File: src/rtl/mac_burst_pkg.sv
package mac_burst_pkg;

    typedef enum logic [2:0] {
        ST_IDLE,
        ST_WAIT_GRANT,
        ST_STREAM,
        ST_DRAIN,
        ST_WAIT_SINK,
        ST_PRESENT,
        ST_WAIT_RELEASE
    } mac_state_e;

endpackage

File: src/rtl/mac_pair_timer.sv
module mac_pair_timer #(
    parameter int BURST_LEN = 225,
    parameter int CNT_W     = $clog2(BURST_LEN + 1)
) (
    input  logic clk,
    input  logic rst,
    input  logic clr,
    input  logic step,
    output logic final_pair
);
    localparam logic [CNT_W-1:0] LAST_IDX = CNT_W'(BURST_LEN - 1);

    logic [CNT_W-1:0] pairs_taken;

    always_ff @(posedge clk) begin
        if (rst || clr) begin
            pairs_taken <= '0;
        end else if (step) begin
            pairs_taken <= pairs_taken + 1'b1;
        end
    end

    // the pair being taken this cycle is the last one of the burst
    assign final_pair = (pairs_taken == LAST_IDX);

endmodule

File: src/rtl/mac_ctrl.sv
module mac_ctrl
    import mac_burst_pkg::*;
#(
    parameter int BURST_LEN = 225
) (
    input  logic clk,
    input  logic rst,
    input  logic src_ack,
    input  logic snk_req,
    input  logic final_pair,
    output logic take,
    output logic clr_acc,
    output logic clr_timer,
    output logic load_res,
    output logic out_pending,
    output logic src_req,
    output logic snk_ack
);
    mac_state_e state, state_nx;

    always_ff @(posedge clk) begin
        if (rst) begin
            state <= ST_IDLE;
        end else begin
            state <= state_nx;
        end
    end

    always_comb begin
        state_nx = state;
        unique case (state)
            ST_IDLE:         state_nx = ST_WAIT_GRANT;
            ST_WAIT_GRANT:   if (src_ack) state_nx = final_pair ? ST_DRAIN : ST_STREAM;
            ST_STREAM:       if (final_pair) state_nx = ST_DRAIN;
            ST_DRAIN:        state_nx = ST_WAIT_SINK;
            ST_WAIT_SINK:    if (snk_req) state_nx = ST_PRESENT;
            ST_PRESENT:      if (!snk_req) state_nx = ST_WAIT_RELEASE;
            ST_WAIT_RELEASE: if (!src_ack) state_nx = ST_IDLE;
            default:         state_nx = ST_IDLE;
        endcase
    end

    always_comb begin
        take        = 1'b0;
        clr_acc     = 1'b0;
        clr_timer   = 1'b0;
        load_res    = 1'b0;
        out_pending = 1'b0;
        src_req     = 1'b0;
        snk_ack     = 1'b0;
        unique case (state)
            ST_IDLE: begin
                clr_timer = 1'b1;
            end
            ST_WAIT_GRANT: begin
                src_req = 1'b1;
                take    = src_ack;
                clr_acc = src_ack;
            end
            ST_STREAM: begin
                src_req = 1'b1;
                take    = 1'b1;
            end
            ST_DRAIN: begin
                out_pending = 1'b1;
            end
            ST_WAIT_SINK: begin
                out_pending = 1'b1;
                load_res    = snk_req;
            end
            ST_PRESENT: begin
                snk_ack = 1'b1;
            end
            ST_WAIT_RELEASE: begin
                clr_timer = 1'b1;
            end
            default: begin
                clr_timer = 1'b1;
            end
        endcase
    end

endmodule

File: src/rtl/mac_in_stage.sv
module mac_in_stage #(
    parameter int OP_W = 8
) (
    input  logic            clk,
    input  logic            rst,
    input  logic            take,
    input  logic [OP_W-1:0] a_in,
    input  logic [OP_W-1:0] b_in,
    output logic [OP_W-1:0] a_q,
    output logic [OP_W-1:0] b_q,
    output logic            vld_q
);
    always_ff @(posedge clk) begin
        if (rst) begin
            a_q   <= '0;
            b_q   <= '0;
            vld_q <= 1'b0;
        end else begin
            vld_q <= take;
            if (take) begin
                a_q <= a_in;
                b_q <= b_in;
            end
        end
    end

endmodule

File: src/rtl/mac_accum.sv
module mac_accum #(
    parameter int OP_W  = 8,
    parameter int ACC_W = 24
) (
    input  logic             clk,
    input  logic             rst,
    input  logic             clr,
    input  logic             vld,
    input  logic             load_res,
    input  logic [OP_W-1:0]  a_q,
    input  logic [OP_W-1:0]  b_q,
    output logic [ACC_W-1:0] result
);
    localparam int PROD_W = 2 * OP_W;

    logic [PROD_W-1:0] prod;
    logic [ACC_W-1:0]  acc;

    assign prod = a_q * b_q;

    always_ff @(posedge clk) begin
        if (rst || clr) begin
            acc <= '0;
        end else if (vld) begin
            acc <= acc + ACC_W'(prod);
        end
    end

    always_ff @(posedge clk) begin
        if (rst) begin
            result <= '0;
        end else if (load_res) begin
            result <= acc;
        end
    end

endmodule

File: src/rtl/mac_burst_unit.sv
module mac_burst_unit #(
    parameter int OP_W      = 8,
    parameter int ACC_W     = 24,
    parameter int BURST_LEN = 225
) (
    input  logic             clk,
    input  logic             rst,
    output logic             src_req,
    input  logic             src_ack,
    input  logic [OP_W-1:0]  op_a,
    input  logic [OP_W-1:0]  op_b,
    input  logic             snk_req,
    output logic             snk_ack,
    output logic [ACC_W-1:0] result
);
    logic            take;
    logic            clr_acc;
    logic            clr_timer;
    logic            load_res;
    logic            out_pending;
    logic            final_pair;
    logic [OP_W-1:0] a_q;
    logic [OP_W-1:0] b_q;
    logic            vld_q;

    mac_ctrl #(.BURST_LEN(BURST_LEN)) u_ctrl (
        .clk        (clk),
        .rst        (rst),
        .src_ack    (src_ack),
        .snk_req    (snk_req),
        .final_pair (final_pair),
        .take       (take),
        .clr_acc    (clr_acc),
        .clr_timer  (clr_timer),
        .load_res   (load_res),
        .out_pending(out_pending),
        .src_req    (src_req),
        .snk_ack    (snk_ack)
    );

    mac_pair_timer #(.BURST_LEN(BURST_LEN)) u_timer (
        .clk       (clk),
        .rst       (rst),
        .clr       (clr_timer),
        .step      (take),
        .final_pair(final_pair)
    );

    mac_in_stage #(.OP_W(OP_W)) u_in (
        .clk  (clk),
        .rst  (rst),
        .take (take),
        .a_in (op_a),
        .b_in (op_b),
        .a_q  (a_q),
        .b_q  (b_q),
        .vld_q(vld_q)
    );

    mac_accum #(.OP_W(OP_W), .ACC_W(ACC_W)) u_acc (
        .clk     (clk),
        .rst     (rst),
        .clr     (clr_acc),
        .vld     (vld_q),
        .load_res(load_res),
        .a_q     (a_q),
        .b_q     (b_q),
        .result  (result)
    );

endmodule

File: config.mk
export PLATFORM = sky130hd
export DESIGN_NAME = mac_burst_unit
export DESIGN_NICKNAME = d
export VERILOG_FILES = /design/src/rtl/mac_burst_pkg.sv /design/src/rtl/mac_pair_timer.sv /design/src/rtl/mac_ctrl.sv /design/src/rtl/mac_in_stage.sv /design/src/rtl/mac_accum.sv /design/src/rtl/mac_burst_unit.sv
export SDC_FILE = /design/constraint.sdc
export NUM_CORES = 1
export LEC_CHECK = 0
export ABC_AREA = 0
export BUFFER_PORTS_ARGS = -buffer_cell sky130_fd_sc_hd__buf_2
export CELL_PAD_IN_SITES_DETAIL_PLACEMENT = 1
export CELL_PAD_IN_SITES_GLOBAL_PLACEMENT = 2
export CORE_MARGIN = 10
export CORE_UTILIZATION = 38
export DETAILED_ROUTE_END_ITERATION = 8
export GPL_ROUTABILITY_DRIVEN = 0
export PLACE_DENSITY = 0.83
export SYNTH_ARGS = -nofsm -noshare
export SYNTH_HDL_FRONTEND = slang
export SYNTH_HIERARCHICAL = 1
export SYNTH_SLANG_ARGS = --single-unit
File: constraint.sdc
create_clock -name clk -period 5 [get_ports clk]
set_input_delay 1 -clock clk [delete_from_list [all_inputs] [get_ports clk]]
set_output_delay 1 -clock clk [all_outputs]
set_load 0.02 [all_outputs]
**After elaboration in Yosys (flattened, before gate mapping)**

Cells that the tools add are included.

- Word-level logic and storage cells: 41
- Register bits: 76
- Output and inout port bits: 26

- Add/subtract/negate cells: 2
- Multipliers: 1
- Equality and inequality tests: 12
- Multiplexer cells: 13
- Reductions and logical operators: 6

Operators by type and width:

| kind | number |
|---|---|
| adder 24 x 16 -> 24 bit | 1 |
| case mux 3 bit (7 select lines) | 1 |
| multiplier 8 x 8 -> 16 bit | 1 |
| two-way mux 3 bit | 5 |
| equality test 3 bit, second input constant | 3 |
| adder 8 x 1 -> 8 bit, second input constant | 1 |
| equality test 8 bit, second input constant | 1 |
| inequality test 2 bit, second input constant | 4 |
| equality test 3 x 2 -> 1 bit, second input constant | 2 |
| two-way mux 1 bit | 6 |
| AND reduction 5 bit | 1 |
| OR reduction 5 bit | 1 |
| equality test 3 x 1 -> 1 bit, second input constant | 1 |
| logical NOT 3 bit | 1 |
| logical OR 1 bit | 2 |
| inequality test 2 x 1 -> 1 bit, second input constant | 1 |
| case mux 1 bit (2 select lines) | 1 |
| OR reduction 2 bit | 1 |

**Depth between registers and ports, before layout**

Gate-level depths: netlist of the first run.

- Word-level depth: 4
- Gate-level depth with buffers: 18
- Mapped depth without buffers: 17

**By module**

The synthesis of the first run kept the hierarchy.

Modules (own cells, without submodules):

| module | area an instance (um^2) | times used | cells each | sequential area each (um^2) |
|---|---|---|---|---|
| mac_accum | 4689.5 | 1 | 532 | 960.9 |
| mac_in_stage | 608.1 | 1 | 54 | 340.3 |
| mac_pair_timer | 371.6 | 1 | 43 | 160.2 |
| mac_ctrl | 244.0 | 1 | 32 | 60.1 |

**Worst setup path before layout of the first run**

Ideal clock, no wire load.

- Path kind: flip-flop to flip-flop
- Start: register u_in.b_q[1]
- End: register u_acc.acc[18]
- Data arrival time: 4.220 ns
- Buffers on the path: 1
- Library setup time: 0.127 ns
- Clock period less this slack: 4.346 ns
- Data required time: 4.873 ns
- Setup slack: 0.654 ns
- Cell stages (with the launch flop): 17
- Cells stage by stage: dfxtp_1 > clkbuf_1 > nand2_1 > fa_1 > inv_1 > fa_1 > inv_1 > fa_1 > fa_1 > inv_1 > ha_1 > a21o_1 > a21oi_4 > a211oi_2 > a41oi_4 > mux2i_1 > or3_1

- Word-level cells in the longest chain between the ends: 2

Ends and longest elaborated chain:

| what | RTL line | RTL |
|---|---|---|
| start: declaration | mac_in_stage.sv:10 | `output logic [OP_W-1:0] b_q,` |
| start signal: assignment | mac_in_stage.sv:22 | `b_q <= b_in;` |
| multiplier 8 x 8 -> 16 bit | mac_accum.sv:19 | `assign prod = a_q * b_q;` |
| adder 24 x 16 -> 24 bit | mac_accum.sv:25 | `acc <= acc + ACC_W'(prod);` |
| end signal: assignment | mac_accum.sv:25 |  |
| end: declaration | mac_accum.sv:17 | `logic [ACC_W-1:0] acc;` |

Every way passes these cells.
A chain may end at the register's enable or synchronous reset.

**Worst setup path in the final report of the first run**

- Start: register u_in.a_q[6]
- End: register u_acc.acc[18]

- Word-level cells in the longest chain between the ends: 2

Ends and longest elaborated chain:

| what | RTL line | RTL |
|---|---|---|
| start: declaration | mac_in_stage.sv:9 | `output logic [OP_W-1:0] a_q,` |
| start signal: assignment | mac_in_stage.sv:21 | `a_q <= a_in;` |
| multiplier 8 x 8 -> 16 bit | mac_accum.sv:19 |  |
| adder 24 x 16 -> 24 bit | mac_accum.sv:25 |  |

Every way passes these cells.

==> results of run 1 <==
power groups by stage:
stage / sequential, mW / combinational (mW) / clock (mW)
finish: 0.658 / 0.179 / 0.638
global route: 0.662 / 0.202 / 0.688
CTS: 0.658 / 0.183 / 0.660
detailed placement: 0.671 / 0.181 / 0
global placement: 0.670 / 0.176 / 0
floorplan: 0.651 / 0.153 / 0
layout make-up:
cell class | count | area, µm²
multi-input combinational | 456 | 3840
clock buffer | 12 | 256
sequential | 76 | 1520
clock inverter | 4 | 32.5
tap | 188 | 235
fill | 1783 | 8680
timing repair buffer | 49 | 255
inverter | 101 | 379
metal layers:
metal	track usage, %	wire, µm	up-vias	part of all wire [%]
li1	-	-	2214	-
met1	18.6	6650	2239	45
met2	26.5	7630	42	52
met3	3.06	344	15	2.3
met4	4.41	189	0	1.3
met5	0	0	-	0
how the worst max path moves through the flow:
stage,end,slack (ns),cells after the start
4_1_cts,u_acc/acc[18],0.28,14
6_report,u_acc/acc[18],0.33,14
3_3_place_gp,u_acc/acc[18],0.39,14
3_5_place_dp,u_acc/acc[18],0.30,14
5_1_grt,u_acc/acc[18],0.03,14
2_1_floorplan,u_acc/acc[18],0.65,16
layout by cell type, fill, tap and decap left out, types with 10 or more instances in the layout:
cell type  count
dfxtp_1       76
ha_1          43
nand2_1       49
fa_1          50
nand4_1       11
and2_1        36
inv_1        101
a21oi_1       21
mux2i_1       54
nand3_1       10
buf_2         45
nor2_1        68
flip-flops by register name, summed over array words and instances (netlist names):
register             count
u_timer/pairs_taken      8
u_in/vld_q               1
u_in/a_q                 8
u_acc/acc               24
u_ctrl/state             3
u_in/b_q                 8
u_acc/result            24
through the flow:
stage / utilization, % / hold slack, ns / instance area [µm²] / setup slack (ns)
floorplan: - / 0.458 / 5910 / 0.654
global placement: 41.0 / 0.466 / 6230 / 0.387
detailed placement: 41.0 / 0.480 / 6230 / 0.301
CTS: 42.9 / 0.499 / 6520 / 0.279
global route: 42.9 / 0.535 / 6520 / 0.0330
finish: 42.9 / 0.492 / 6520 / 0.330
tightest hold or removal path: stages (launching register included):
cell	delay, ns
dfxtp_1	0.32
mux2i_1	0.06
nor2_1	0.07
==> flow_summary_export.csv, run 1 <==
group,metric,value,unit
sta,finalClockSkew,0.00979,ns
place,dp_hpwl,11700,µm
sta,fmax,214,MHz
worst_setup_path,cp_common_cell,"fa_1",
clock_tree,cts.sinks,76,
clock_tree,cts_hold_buf,0,
global_route,grt_first_pass_wirelength,25300,µm
clock_tree,numCtsBuffers,9,
place,portBuffers,45,
clock_tree,cts_tree,"built",
min_path,worstHoldPathType,"flip-flop to flip-flop",
sta,setup_viol,0,
sta,slew_violations,0,
power_and_ir_drop,p_int,1.06,mW
flow_run,cap_violations,0,
clock_tree,cts-htree-levels,3,
cells_and_area,stdcell_count,886,
run_status,outcome,"complete, no violations",
worst_setup_path,worstRegToRegCells,14,
drt,drc,0,
floorplanning,die_x,145,µm
clock_tree,cts_resized,0,
worst_setup_path,crit_start,"u_in/a_q[6]",
sta,min_period,4.67,ns
clock_tree,post_cts_buffers,0,
power_and_ir_drop,vdd_drop_max,0.253,mV
global_route,grt.total_usage,15.2,%
worst_setup_path,slowest_stage,"fa_1",
sta,slew_headroom,45.4,%
drt,num_vias,4510,
global_route,grt_max_degree,48,
min_path,hold_depth,2,
power_and_ir_drop,swShare,28.2,%
worst_setup_path,crit_required,5.23,ns
cells_and_area,syn2layout_area_growth,10.4,%
place,dp_cells,870,
sta,rsz0062_at_grt,"no",
sta,hold_violations,0,
global_route,first_global_vias,4907,
floorplanning,die_h,145,µm
min_path,min_to,"u_acc/result[6]",
worst_setup_path,cpLargestDelayFamily,"adder cells",
drt,vias_per_cell,5.09,
clock_tree,root_buffer,"clkbuf_16",
power_and_ir_drop,power.density,226,nW/µm²
worst_setup_path,regToRegSetupSlack,0.33,ns
worst_setup_path,cp_data_arrival_time,4.90,ns
global_route,gr-total-overflow,0,
floorplanning,start_util,38.9,%
floorplanning,core_area,15200,µm²
cells_and_area,finalNetCount,806,
floorplanning,dieArea,20900,µm²
power_and_ir_drop,p_comb_share,12.1,%
sta,setup_tns,0,ns
logic_synthesis,syn_area_per_cell,8.95,µm²
worst_setup_path,crit_fanout,9,
worst_setup_path,start_kind,"flip-flop",
drt,wirelength,14800,µm
cells_and_area,drive_gt1_share,11.5,%
floorplanning,rows,45,
logic_synthesis,netlist_instances,660,
floorplanning,ios,46,
worst_setup_path,worst-setup-path-type,"flip-flop to flip-flop",
logic_synthesis,netlist_area,5910,µm²
drt,dr.first_iter.drc_count,162,
worst_setup_path,slowest_delay,0.56,ns
clock_tree,clk_path_buf_depth,2,
power_and_ir_drop,leakage,3.01,nW
sta,worst_pin_slew,0.812,ns
power_and_ir_drop,clockPowerShare,43.3,%
power_and_ir_drop,p_total,1.48,mW
worst_setup_path,r2r_start,"u_in/a_q[6]",
global_route,antenna_found_initial,0,
worst_setup_path,crit_chain,"and2_1 -> fa_1 -> fa_1 -> inv_1 -> fa_1 -> fa_1 -> inv_1 -> ha_1 -> and3_2 -> nand2_1 -> a211oi_2 -> a41oi_4 -> mux2i_1 -> or3_1",
worst_setup_path,path_buf_inv,2,
cells_and_area,antenna_cells,0,
worst_setup_path,reg2reg_to,"u_acc/acc[18]",
min_path,hp-start,"u_acc/result[6]",
power_and_ir_drop,p_seq_share,44.6,%
drt,drt-pass1-iter-count,4,
drt,ant_nets,0,
worst_setup_path,endpoint_kind,"flip-flop",
logic_synthesis,yosysWarnings,6,
clock_tree,clk_latency,0.35,ns
power_and_ir_drop,power_switching,416,µW
logic_synthesis,syn-num-nets,773,
sta,period_share,93.4,%
clock_tree,clk_pin_slew,0.06,ns
drt,post_drt_wl_per_cell,16.7,µm
Note: power is estimated with default switching activity, not from simulation.
==> run 2: changes to the inputs <==
--- a/config.mk
+++ b/config.mk
@@ -6,7 +6,8 @@
 export NUM_CORES = 1
 export LEC_CHECK = 0
 export ABC_AREA = 0
-export BUFFER_PORTS_ARGS = -buffer_cell sky130_fd_sc_hd__buf_2
+export BUFFER_PORTS_ARGS = -buffer_cell sky130_fd_sc_hd__clkbuf_2
+export CAP_MARGIN = 20
 export CELL_PAD_IN_SITES_DETAIL_PLACEMENT = 1
 export CELL_PAD_IN_SITES_GLOBAL_PLACEMENT = 2
 export CORE_MARGIN = 10
==> run 2 against run 1 <==
Compared with the run above: non-clock buffer count is 1 higher; combinational power hardly changed; flip-flop and latch count stayed put; final cell count stayed put; critical endpoint unchanged; largest cell class unchanged.
==> flow_summary_export.csv, run 2 (synthesis results as in run 1) <==
group,metric,value,unit
worst_setup_path,crit_required,5.22,ns
sta,finalClockSkew,0.00687,ns
clock_tree,cts.sinks,76,
drt,vias_per_cell,5.04,
global_route,grt_max_degree,48,
clock_tree,cts-htree-levels,3,
power_and_ir_drop,vdd_drop_max,0.162,mV
sta,hold_violations,0,
drt,num_vias,4464,
worst_setup_path,slowest_stage,"fa_1",
worst_setup_path,slowest_delay,0.55,ns
global_route,first_global_vias,4810,
sta,rsz0062_at_grt,"no",
sta,slew_violations,0,
clock_tree,clk_latency,0.35,ns
floorplanning,ios,46,
cells_and_area,syn2layout_area_growth,10.5,%
clock_tree,numCtsBuffers,9,
floorplanning,die_x,145,µm
drt,wl_met3,476,µm
worst_setup_path,r2r_start,"u_in/a_q[3]",
sta,setup_viol,0,
sta,slew_headroom,47.1,%
place,dp_cells,871,
worst_setup_path,reg2reg_to,"u_acc/acc[18]",
floorplanning,start_util,38.9,%
sta,worst_pin_slew,0.792,ns
cells_and_area,antenna_cells,0,
sta,fmax,214,MHz
global_route,grt.total_usage,15.0,%
run_status,outcome,"complete, no violations",
floorplanning,rows,45,
cells_and_area,reg_top3,"u_acc/acc: 24 flops, u_acc/result: 24 flops",
power_and_ir_drop,power_switching,418,µW
power_and_ir_drop,power.density,229,nW/µm²
min_path,hold_depth,2,
worst_setup_path,worst-setup-path-type,"flip-flop to flip-flop",
floorplanning,dieArea,20900,µm²
worst_setup_path,cp_common_cell,"fa_1",
global_route,antenna_found_initial,0,
power_and_ir_drop,p_comb_share,12.1,%
power_and_ir_drop,p_int,1.08,mW
clock_tree,cts_hold_buf,0,
worst_setup_path,crit_chain,"and2_1 -> fa_1 -> fa_1 -> fa_1 -> inv_1 -> fa_1 -> inv_1 -> ha_1 -> and3_2 -> nand2_1 -> a211oi_2 -> a41oi_4 -> mux2i_1 -> or3_1",
cells_and_area,drive_gt1_share,11.6,%
drt,drc,0,
worst_setup_path,cpLargestDelayFamily,"adder cells",
cells_and_area,finalNetCount,807,
min_path,hp-start,"u_acc/acc[14]",
worst_setup_path,crit_fanout,9,
flow_run,cap_violations,0,
power_and_ir_drop,p_seq_share,43.9,%
power_and_ir_drop,p_total,1.50,mW
drt,wl_met1,6550,µm
clock_tree,root_buffer,"clkbuf_16",
cells_and_area,layout_commonest_cell,"inv_1",
cells_and_area,stdcell_count,886,
cells_and_area,fin_util,42.9,%
worst_setup_path,start_kind,"flip-flop",
floorplanning,core_area,15200,µm²
drt,top_layer,"met4",
drt,dr.first_iter.drc_count,156,
drt,ant_nets,0,
sta,period_share,93.5,%
clock_tree,clk_pin_slew,0.06,ns
floorplanning,die_h,145,µm
sta,whs,0.496,ns
clock_tree,cts_tree,"built",
min_path,min_to,"u_acc/result[14]",
cells_and_area,nFillCells,1793,
clock_tree,post_cts_buffers,0,
worst_setup_path,cp_data_arrival_time,4.90,ns
worst_setup_path,regToRegSetupSlack,0.33,ns
global_route,grt_first_pass_wirelength,24900,µm
drt,wl_met2,7540,µm
clock_tree,cts_resized,0,
power_and_ir_drop,swShare,28.0,%
cells_and_area,final_cell_mix,"inv_1 (101), dfxtp_1 (76), nor2_1 (68)",
place,portBuffers,45,
worst_setup_path,path_buf_inv,2,
min_path,worstHoldPathType,"flip-flop to flip-flop",
sta,min_period,4.67,ns
place,dp_hpwl,11600,µm
sta,setup_tns,0,ns
worst_setup_path,endpoint_kind,"flip-flop",
drt,drt-pass1-iter-count,4,
power_and_ir_drop,clockPowerShare,44.0,%
global_route,gr-total-overflow,0,
drt,post_drt_wl_per_cell,16.7,µm
worst_setup_path,crit_start,"u_in/a_q[3]",
power_and_ir_drop,leakage,3.00,nW
clock_tree,clk_path_buf_depth,2,
worst_setup_path,worstRegToRegCells,14,
drt,wirelength,14800,µm
## run 2: layer usage
| layer | up-vias | track usage [%] |
|---|---|---|
| met4 | 0 | 4.84 |
| met3 | 13 | 2.97 |
| met2 | 54 | 26.3 |
| li1 | 2215 | - |
| met1 | 2182 | 17.9 |
| met5 | - | 0 |
## run 2: final cells by class
| cell class | count | area (µm²) | share of cell area (%) |
|---|---|---|---|
| multi-input cells | 456 | 3840 | 58.8 |
| clock inverters | 6 | 63.8 | 0.977 |
| flip-flops and latches | 76 | 1520 | 23.3 |
| clock buffers | 9 | 225 | 3.45 |
| repair buffers | 50 | 263 | 4.02 |
| well taps | 188 | 235 | 3.60 |
| inverters | 101 | 379 | 5.81 |
## run 2: worst max path at each step
stage / end / slack, ns / depth (start not counted)
floorplan: u_acc/acc[18] / 0.65 / 16
global placement: u_acc/acc[18] / 0.34 / 14
finish: u_acc/acc[18] / 0.33 / 14
global route: u_acc/acc[18] / 0.08 / 14
CTS: u_acc/acc[18] / 0.28 / 14
detailed placement: u_acc/acc[18] / 0.31 / 14
## run 2: worst register-to-register path, cell delays in order, from the launching register on
cell      delay [ns]
dfxtp_1         0.52
and2_1          0.22
fa_1            0.47
fa_1            0.53
fa_1            0.55
inv_1           0.06
fa_1            0.53
inv_1           0.04
ha_1            0.36
and3_2          0.25
nand2_1         0.09
a211oi_2        0.30
a41oi_4         0.08
mux2i_1         0.16
or3_1           0.37
## run 2: power groups by stage
stage / Clock [mW] / Combinational, mW / Sequential (mW)
2_1_floorplan: 0 / 0.153 / 0.651
3_3_place_gp: 0 / 0.177 / 0.668
3_5_place_dp: 0 / 0.182 / 0.670
4_1_cts: 0.683 / 0.184 / 0.657
6_report: 0.658 / 0.181 / 0.657
5_1_grt: 0.701 / 0.204 / 0.661
## run 2: metrics by stage
stage          area, µm²  setup WS [ns]
2_1_floorplan       5910          0.654
3_3_place_gp        6240          0.343
4_1_cts             6530          0.280
3_5_place_dp        6240          0.305
5_1_grt             6530         0.0774
6_report            6530          0.327
==> run 3: changes to the inputs <==
--- a/config.mk
+++ b/config.mk
@@ -11,11 +11,10 @@
 export CELL_PAD_IN_SITES_DETAIL_PLACEMENT = 1
 export CELL_PAD_IN_SITES_GLOBAL_PLACEMENT = 2
 export CORE_MARGIN = 10
-export CORE_UTILIZATION = 38
+export CORE_UTILIZATION = 37
 export DETAILED_ROUTE_END_ITERATION = 8
 export GPL_ROUTABILITY_DRIVEN = 0
 export PLACE_DENSITY = 0.83
 export SYNTH_ARGS = -nofsm -noshare
 export SYNTH_HDL_FRONTEND = slang
-export SYNTH_HIERARCHICAL = 1
 export SYNTH_SLANG_ARGS = --single-unit
==> run 3 against run 2 <==
Compared with the run above: final cell count up 4.4%; first-iteration DRC count up 7.7%; count of clock-buffer cells in the layout up 2; worst hold slack worse by 0.039 ns; global-route usage up 0.91 points; sequential share of layout area up 0.42 points; critical endpoint is now u_acc.acc[22]; largest power group unchanged.
==> flow_summary_export.csv, run 3 <==
group,metric,value,unit
drt,wirelength,16000,µm
sta,hold_violations,0,
cells_and_area,syn2layout_area_growth,12.1,%
drt,dr.first_iter.drc_count,168,
cells_and_area,reg_top3,"u_acc.acc: 24 flops, u_acc.result: 24 flops",
cells_and_area,drive_gt1_share,12.1,%
logic_synthesis,yosysWarnings,0,
clock_tree,numCtsBuffers,9,
drt,drt-pass1-iter-count,4,
worst_setup_path,crit_fanout,9,
clock_tree,clk_pin_slew,0.07,ns
power_and_ir_drop,vdd_drop_max,0.162,mV
worst_setup_path,endpoint_kind,"flip-flop",
sta,rsz0062_at_grt,"no",
sta,period_share,96.2,%
worst_setup_path,worstRegToRegCells,14,
flow_run,cap_violations,0,
drt,drc,0,
sta,finalClockSkew,0.00954,ns
power_and_ir_drop,power.density,252,nW/µm²
logic_synthesis,synth_seq_cells,76,
floorplanning,core_area,15200,µm²
place,postPlaceCellArea,6120,µm²
cells_and_area,multi_input_area,3700,µm²
logic_synthesis,yosys.cell_count.top_type,"nand2_1",
sta,slew_headroom,31.4,%
sta,timing.final.ws_setup,0.191,ns
logic_synthesis,synth_cell_types,54,
floorplanning,start_util,37.8,%
logic_synthesis,netlist_instances,702,
global_route,antenna_found_initial,0,
clock_tree,post_cts_buffers,0,
clock_tree,cts_hold_buf,0,
clock_tree,root_buffer,"clkbuf_16",
cells_and_area,stdcell_count,925,
sta,fmax,208,MHz
cells_and_area,final-seq-area,1530,µm²
logic_synthesis,synthFlopType,"dfxtp_1",
power_and_ir_drop,leakage,2.90,nW
logic_synthesis,synth_area_leader_cell,"dfxtp_1",
logic_synthesis,syn-num-nets,815,
clock_tree,clk_latency,0.35,ns
logic_synthesis,yosysSeqAreaShare,26.5,%
min_path,worstHoldPathType,"flip-flop to flip-flop",
place,dp_cells,909,
clock_tree,cts.sinks,76,
floorplanning,die_x,145,µm
clock_tree,cts_tree,"built",
logic_synthesis,syn_area_per_cell,8.19,µm²
sta,setup_viol,0,
cells_and_area,finalNetCount,845,
floorplanning,dieArea,20900,µm²
sta,slew_violations,0,
place,portBuffers,45,
logic_synthesis,yosysTopAreaCellShare,26.5,%
place,dpl_worst_slack,0.0970,ns
clock_tree,cts-htree-levels,3,
logic_synthesis,async_flop_share,0,%
global_route,gr-total-overflow,0,
logic_synthesis,netlist_area,5750,µm²
worst_setup_path,cp_data_arrival_time,5.08,ns
drt,vias_per_cell,5.13,
clock_tree,cts_resized,0,
floorplanning,ios,46,
global_route,first_global_vias,5098,
logic_synthesis,synthTopCellsByCount,"nand2_1 (127), inv_1 (101), dfxtp_1 (76)",
min_path,hold_depth,2,
drt,post_drt_wl_per_cell,17.3,µm
cells_and_area,layout_commonest_cell,"nand2_1",
global_route,grt_max_degree,40,
global_route,grt_first_pass_wirelength,26100,µm
sta,min_period,4.81,ns
clock_tree,clk_path_buf_depth,2,
cells_and_area,final_cell_mix,"nand2_1 (127), inv_1 (101), dfxtp_1 (70)",
drt,ant_nets,0,
sta,worst_pin_slew,1.03,ns
global_route,grt.total_usage,15.9,%
run_status,outcome,"complete, no violations",
place,dp_hpwl,12400,µm
cells_and_area,nFillCells,1847,
worst_setup_path,crit_required,5.27,ns
cells_and_area,fin_area,6450,µm²
cells_and_area,antenna_cells,0,
logic_synthesis,synthTopCellsByArea,"dfxtp_1 (26%), fa_1 (17%), ha_1 (9.4%)",
worst_setup_path,worst-setup-path-type,"flip-flop to flip-flop",
sta,setup_tns,0,ns
sta,whs,0.457,ns
logic_synthesis,synth_edf_count,0,
drt,num_vias,4745,
worst_setup_path,start_kind,"flip-flop",
floorplanning,rows,45,
floorplanning,die_h,145,µm
run 3: kinds of logic (layout without fill, tap and decap cells):
logic type / count (synthesis) / count (layout) / share of synthesized area (%)
compound gates: 117 / 117 / 12.5
simple gates: 252 / 252 / 20.4
mux: 12 / 12 / 2.11
fa+ha+maj: 93 / 93 / 26.8
xor+xnor: 15 / 15 / 2.28
buf+inv: 137 / 172 / 9.46
flops: 76 / 76 / 26.5
run 3: final timing paths:
| kind | from | to | slack (ns) |
|---|---|---|---|
| worst max-delay path | u_in.a_q[4] | u_acc.acc[22] | 0.19 |
| worst min-delay path | u_acc.result[4] | u_acc.result[4] | 0.46 |
| worst max register to register | u_in.a_q[4] | u_acc.acc[22] | 0.19 |
| worst min register to register | u_acc.result[4] | u_acc.result[4] | 0.46 |
run 3: layout make-up:
type | instances | area share (%)
clock inverter | 5 | 0.932
multi-input combinational | 489 | 57.4
sequential | 76 | 23.7
timing repair buffer | 55 | 4.66
tap | 188 | 3.65
inverter | 101 | 5.88
clock buffer | 11 | 3.77
run 3: per-stage QoR:
stage	total power, mW	utilization (%)
floorplan	0.870	-
global placement	0.941	40.3
detailed placement	0.956	40.3
CTS	1.64	42.3
global route	1.71	42.4
finish	1.62	42.4
run 3: routing by layer:
layer | track usage [%] | share of wire [%] | vias to the layer above | wire length, µm
met5 | 0 | 0 | - | 0
met3 | 3.19 | 4.5 | 17 | 729
li1 | - | - | 2310 | -
met4 | 4.79 | 1.6 | 0 | 262
met1 | 20.3 | 45 | 2349 | 7290
met2 | 26.5 | 48 | 69 | 7760
run 3: where the power goes:
group | switching (mW) | internal (mW) | leakage [nW]
sequential | 0.0473 | 0.632 | 0.617
combinational | 0.170 | 0.0923 | 2.14
clock | 0.280 | 0.402 | 0.146
run 3: worst max-delay path: stages (launching register included):
cell and delay (ns):
dfxtp_1 0.52, and2_1 0.20, fa_1 0.45, fa_1 0.53, fa_1 0.54, inv_1 0.05
fa_1 0.52, inv_1 0.04, ha_1 0.37, a21o_2 0.23, a31o_1 0.24, a21o_1 0.21
a211oi_4 0.32, mux2_2 0.37, a21oi_1 0.13
